===== src/rtl/csa_pkg.sv =====
package csa_pkg;
  typedef struct packed {
    logic clearAcc;
    logic loadAcc;
    logic bypass;
  } csa_strobe_t;
endpackage


===== src/rtl/csa_cell.sv =====
module csa_cell (
  input  logic a,
  input  logic b,
  input  logic c0,
  input  logic c1,
  output logic s0,
  output logic s1,
  output logic co0,
  output logic co1
);
  always_comb begin
    s0  = a ^ b ^ c0;
    s1  = a ^ b ^ c1;
    co0 = (a & b) | (a & c0) | (b & c0);
    co1 = (a & b) | (a & c1) | (b & c1);
  end
endmodule


===== src/rtl/csa_group.sv =====
module csa_group #(
  parameter int GROUP_W = 5
) (
  input  logic [GROUP_W-1:0] a,
  input  logic [GROUP_W-1:0] b,
  input  logic               groupCin,
  output logic [GROUP_W-1:0] sum,
  output logic               groupCout
);
  logic [GROUP_W:0]   chain0;
  logic [GROUP_W:0]   chain1;
  logic [GROUP_W-1:0] sumZero;
  logic [GROUP_W-1:0] sumOne;

  assign chain0[0] = 1'b0;
  assign chain1[0] = 1'b1;

  for (genvar i = 0; i < GROUP_W; i++) begin : g_cell
    csa_cell u_cell (
      .a   (a[i]),
      .b   (b[i]),
      .c0  (chain0[i]),
      .c1  (chain1[i]),
      .s0  (sumZero[i]),
      .s1  (sumOne[i]),
      .co0 (chain0[i+1]),
      .co1 (chain1[i+1])
    );
  end

  always_comb begin
    sum       = groupCin ? sumOne : sumZero;
    groupCout = groupCin ? chain1[GROUP_W] : chain0[GROUP_W];
  end

  // A carry present with an assumed zero carry-in must also be present with an assumed one
  always_comb begin
    assert_chain_order_R2: assert ((chain0 & ~chain1) == '0)
      else $error("zero-seeded chain carries where one-seeded chain does not");
  end
endmodule


===== src/rtl/csa_slice.sv =====
module csa_slice #(
  parameter int SLICE_W = 10,
  parameter int GROUP_W = 5
) (
  input  logic [SLICE_W-1:0] a,
  input  logic [SLICE_W-1:0] b,
  input  logic               sliceCin,
  output logic [SLICE_W-1:0] sum,
  output logic               sliceCout
);
  localparam int NUM_GROUPS = SLICE_W / GROUP_W;

  logic [NUM_GROUPS:0] groupCarry;

  assign groupCarry[0] = sliceCin;

  for (genvar g = 0; g < NUM_GROUPS; g++) begin : g_group
    csa_group #(.GROUP_W(GROUP_W)) u_group (
      .a         (a[g*GROUP_W +: GROUP_W]),
      .b         (b[g*GROUP_W +: GROUP_W]),
      .groupCin  (groupCarry[g]),
      .sum       (sum[g*GROUP_W +: GROUP_W]),
      .groupCout (groupCarry[g+1])
    );
  end

  assign sliceCout = groupCarry[NUM_GROUPS];
endmodule


===== src/rtl/csa_control.sv =====
module csa_control
  import csa_pkg::*;
(
  input  logic        rst,
  input  logic        accMode,
  output csa_strobe_t ctrl
);
  always_comb begin
    ctrl.clearAcc = rst;
    ctrl.loadAcc  = accMode & ~rst;
    ctrl.bypass   = ~accMode;
  end
endmodule


===== src/rtl/csa_datapath.sv =====
module csa_datapath
  import csa_pkg::*;
#(
  parameter int SLICE_W    = 10,
  parameter int GROUP_W    = 5,
  parameter int NUM_SLICES = 2,
  localparam int WIDTH     = SLICE_W * NUM_SLICES
) (
  input  logic             clk,
  input  csa_strobe_t      ctrl,
  input  logic [WIDTH-1:0] opA,
  input  logic [WIDTH-1:0] opB,
  input  logic             carryIn,
  output logic [WIDTH-1:0] sumOut,
  output logic             carryOut
);
  logic [WIDTH-1:0]    accReg;
  logic [WIDTH-1:0]    adderA;
  logic [WIDTH-1:0]    adderSum;
  logic [NUM_SLICES:0] sliceCarry;

  assign adderA        = ctrl.bypass ? opA : accReg;
  assign sliceCarry[0] = carryIn;

  for (genvar s = 0; s < NUM_SLICES; s++) begin : g_slice
    csa_slice #(.SLICE_W(SLICE_W), .GROUP_W(GROUP_W)) u_slice (
      .a         (adderA[s*SLICE_W +: SLICE_W]),
      .b         (opB[s*SLICE_W +: SLICE_W]),
      .sliceCin  (sliceCarry[s]),
      .sum       (adderSum[s*SLICE_W +: SLICE_W]),
      .sliceCout (sliceCarry[s+1])
    );
  end

  always_ff @(posedge clk) begin
    if (ctrl.clearAcc)     accReg <= '0;
    else if (ctrl.loadAcc) accReg <= adderSum;
  end

  assign sumOut   = ctrl.bypass ? adderSum : accReg;
  assign carryOut = sliceCarry[NUM_SLICES];

  assert_acc_load_R3: assert property (@(posedge clk) disable iff (ctrl.clearAcc)
    ctrl.loadAcc |=> accReg == $past(adderSum))
    else $error("register did not take the adder result");

  assert_acc_hold_R5: assert property (@(posedge clk) disable iff (ctrl.clearAcc)
    (!ctrl.loadAcc) |=> $stable(accReg))
    else $error("register changed in direct mode");

  assert_acc_clear_R4: assert property (@(posedge clk) disable iff (ctrl.clearAcc)
    $fell(ctrl.clearAcc) |-> accReg == '0)
    else $error("register not zero after reset");

  assert_out_select_R6: assert property (@(posedge clk) disable iff (ctrl.clearAcc)
    (!ctrl.bypass) |-> sumOut == accReg)
    else $error("accumulate mode output is not the register");
endmodule


===== src/rtl/csa_adder_top.sv =====
module csa_adder_top
  import csa_pkg::*;
#(
  parameter int SLICE_W    = 10,
  parameter int GROUP_W    = 5,
  parameter int NUM_SLICES = 2,
  localparam int WIDTH     = SLICE_W * NUM_SLICES
) (
  input  logic             clk,
  input  logic             rst,
  input  logic             accMode,
  input  logic [WIDTH-1:0] opA,
  input  logic [WIDTH-1:0] opB,
  input  logic             carryIn,
  output logic [WIDTH-1:0] sumOut,
  output logic             carryOut
);
  csa_strobe_t ctrl;

  csa_control u_control (
    .rst     (rst),
    .accMode (accMode),
    .ctrl    (ctrl)
  );

  csa_datapath #(
    .SLICE_W    (SLICE_W),
    .GROUP_W    (GROUP_W),
    .NUM_SLICES (NUM_SLICES)
  ) u_datapath (
    .clk      (clk),
    .ctrl     (ctrl),
    .opA      (opA),
    .opB      (opB),
    .carryIn  (carryIn),
    .sumOut   (sumOut),
    .carryOut (carryOut)
  );
endmodule


===== config.mk =====
export PLATFORM = sky130hd
export DESIGN_NAME = csa_adder_top
export DESIGN_NICKNAME = d
export VERILOG_FILES = /design/src/rtl/csa_pkg.sv /design/src/rtl/csa_cell.sv /design/src/rtl/csa_group.sv /design/src/rtl/csa_slice.sv /design/src/rtl/csa_control.sv /design/src/rtl/csa_datapath.sv /design/src/rtl/csa_adder_top.sv
export SDC_FILE = /design/constraint.sdc
export NUM_CORES = 1
export LEC_CHECK = 0
export BUFFER_PORTS_ARGS = -buffer_cell sky130_fd_sc_hd__buf_4
export CORE_UTILIZATION = 35
export CTS_CLUSTER_SIZE = 30
export DETAILED_ROUTE_END_ITERATION = 6
export HOLD_SLACK_MARGIN = 0.15
export PLACE_DENSITY_LB_ADDON = 0.3
export REMOVE_ABC_BUFFERS = 1
export SYNTH_ARGS = -nofsm -noshare
export SYNTH_HDL_FRONTEND = slang
export SYNTH_SLANG_ARGS = --single-unit

===== constraint.sdc =====
create_clock -name clk -period 5.15 [get_ports clk]
set_clock_uncertainty 0.05 [all_clocks]
set_input_delay 0.7725 -clock clk [delete_from_list [all_inputs] [get_ports clk]]
set_output_delay 0.7725 -clock clk [all_outputs]
set_load 0.02 [all_outputs]

==> flow_summary.yaml <==
placed_design:
  globalplace.congestion: 0.7972
  io_buffer_count: 64
  detailedPlace.worstSlack_ps: 419.8
  dp_hpwl_um: 4163
route:
  wl_per_cell_um: 12.14
  drt_iter0_drc: 47
  wl_met3_um: 242
  drc: 4
  wl_met2_um: 2528
  vias_per_cell: 5.030
  ant_nets: 0
  highest_layer: "met4"
  wl_met1_um: 2414
  firstDrtPassIters: 6
  routed_wl_um: 5207
  num_vias: 2158
logic_synthesis:
  synthFlopType: "dfxtp_1"
  synthAdderAreaFrac: 0.1268
  netlist_area_sq_um: 2369
  synth_top_family_by_area: "simple AND/OR/NAND/NOR gates"
  synth-seq-cells: 20
  synth_xor_area_frac: 0.06656
  synth.top_cells.by_area: "dfxtp_1 17%, ha_1 13%, mux2_2 8.6%"
  synthArstFlopShare: 0
  synth-edff-count: 0
  syn_inst: 295
  synth-simple-area-share: 0.2192
  synth_cell_types: 54
  synth_compound_gate_area_share: 0.1896
  syn_avg_cell_area_sq_um: 8.029
  yosysTopAreaCellShare: 0.1690
  synth.area.mux_share: 0.1638
  synth_warnings: 0
  synth_top_area_cell: "dfxtp_1"
  synth-seq-area-share: 0.1690
floorplanning:
  start_util: 0.3667
  dieHeight_um: 84.27
  core_sq_um: 6459
  die_area_sq_um: 7101
  rows: 29
  io_pins: 65
  die_w_um: 84.27
setup_path:
  rr_startpoint: "u_datapath.accReg[1]"
  crit_fanout: 33
  slowest_stage: "or4_1"
  r2r_cells: 11
  cp.arrival_ps: 3930
  critPathLaunchType: "primary input"
  cp_cell_sequence: "buf_4 -> buf_4 -> nand2_1 -> o21a_1 -> inv_1 -> ha_1 -> o21ai_0 -> a211oi_1 -> nor3_1 -> a211o_1 -> o211ai_2 -> nand3_2 -> or4_1 -> nand3_1 -> buf_4"
  critical_path.max_stage_delay_ps: 500
  r2r_setup_slack_ps: 2050
  rr_endpoint: "u_datapath.accReg[19]"
  crit_type: "in2out"
  crit_top_cell: "buf_4"
  end_kind: "output port"
  required_ps: 4330
final_layout:
  largest_reg_flops: 20
  n_fill_cell: 690
  largest_register: "u_datapath.accReg"
  syn_to_final_growth_pct: 24.93
  drive_gt1_frac: 0.3011
  antenna_cells: 0
  nets: 421
  multi_input_area_sq_um: 1814
  top_regs: "u_datapath.accReg x20"
  seqCellArea_sq_um: 400.4
cts:
  clk_root_buffer_cell: "clkbuf_8"
  clkTransAtPathRegs_ps: 90
  cts.sinks: 20
  ctsHoldBuffers: 0
  cts_tree: "yes"
  clkLatencyLatePin_ps: 270
  cts_buffers: 3
  h-tree-depth: 1
  cts_setup_buffers: 0
  clock_tree.buffer_depth: 2
  ctsResizeCount: 0
worst_hold_path:
  min_to: "u_datapath.accReg[15]"
  holdPathStages: 2
  hp-class: "reg2reg"
  hold_start: "u_datapath.accReg[15]"
sta:
  fmax_ghz: 0.2104
  finalSetupViolations: 0
  worstMarginPinSlew_ps: 593.0
  drv_slew: 0
  hold_viol: 0
  slew_headroom: 0.6010
  fin_ws_ps: 397.1
  rsz0062_at_grt: "no"
  finalCritPeriodShare: 0.9229
  finalCriticalPeriod_ps: 4753
  tns_ps: 0
global_route:
  antenna_found_initial: 0
  grt_pass1_vias: 2026
  overflow: 0
  grt_pass1_wl_um: 8894
  grt_use_total: 0.1514
  grt_max_degree: 35
power:
  powerDensity_nw_per_um2: 282.2
  max-vdd-ir-drop_mv: 0.1514
  p_leak_nw: 1.372
outcome:
  status: "finished with violations"
  violations: "DRC"
flow_run:
  cap_violations: 0
## logic make-up (layout without fill, tap and decap cells)
kind of cell	Yosys count	after routing
AO/OA/AOI/OAI	64	64
XOR/XNOR	18	18
adder cells (fa/ha/maj)	24	24
buffers and inverters	38	95
flip-flops	20	20
multiplexers	36	36
AND/OR/NAND/NOR	95	95
## how the worst max path moves through the flow
stage	start	end	cells past startpoint	slack (ps)
floorplan	accMode	sumOut[19]	11	840
global placement	accMode	sumOut[19]	13	440
detailed placement	accMode	sumOut[19]	13	420
CTS	accMode	sumOut[19]	13	400
global route	accMode	sumOut[17]	14	120
finish	accMode	sumOut[19]	15	400
## metrics by stage
stage	util	std cells	instance area (sq um)	total power, W	hold slack [ps]
2_1_floorplan	-	281	2305	0.0005460	409.7
3_3_place_gp	0.4496	425	2904	0.0007045	426.0
3_5_place_dp	0.4496	425	2904	0.0007139	431.4
4_1_cts	0.4582	429	2959	0.0008473	444.5
5_1_grt	0.4582	429	2959	0.0009070	463.9
6_report	0.4582	429	2959	0.0008351	447.0
## layer usage
| layer | track usage | vias to the layer above |
|---|---|---|
| met5 | 0 | - |
| met4 | 0.01881 | 0 |
| met3 | 0.03441 | 4 |
| met2 | 0.2645 | 36 |
| met1 | 0.1951 | 962 |
| li1 | - | 1156 |
## synthesized netlist by cell type (3+ instances only)
cell type and number:
nor2_1 34, ha_1 24, inv_1 24, dfxtp_1 20, o21ai_0 19, mux2_2 18
mux2i_1 17, nand2_1 12, xor2_1 12, a21oi_1 11, clkbuf_1 11, nor2b_1 8
a211oi_1 7, or2_2 7, nor3b_1 6, xnor2_1 6, nand2b_1 5, nand3_1 5
nor3_1 3, o21a_1 3, o21bai_1 3
## power by group
part	internal, W	total [W]	switching (W)
sequential	0.000181	0.000197	0.0000163
combinational	0.000239	0.000510	0.000271
clock	0.0000682	0.000128	0.0000594
## critical path: cells and delay by family
family,cells,cell delay (ps)
compound gates,5,1170
simple gates,5,970
buf+inv,4,850
fa+ha+maj,1,160
## cell type report
class | instances | share of cell area
tap | 77 | 0.03256
clock buffer | 4 | 0.01860
sequential | 20 | 0.1353
inverter | 24 | 0.03044
multi-input combinational | 237 | 0.6131
timing repair buffer | 67 | 0.1700
## layout by cell type (no fill, tap or decap), drive strengths merged, types with 2 or more instances in the layout
master,instances
inv,24
nand2b,5
a211oi,9
o21ai,20
nor3,4
xor2,12
o22ai,2
or2,9
o32ai,2
a21o,2
dfxtp,20
a211o,2
nor2,34
nor2b,8
ha,24
nor3b,8
mux2,19
o211ai,3
clkbuf,4
o311ai,2
a21oi,11
o21bai,3
mux2i,17
nand2,12
or4,2
buf,67
o21a,3
nand3,6
xnor2,6
No activity file was read; power rests on OpenSTA's default activity.
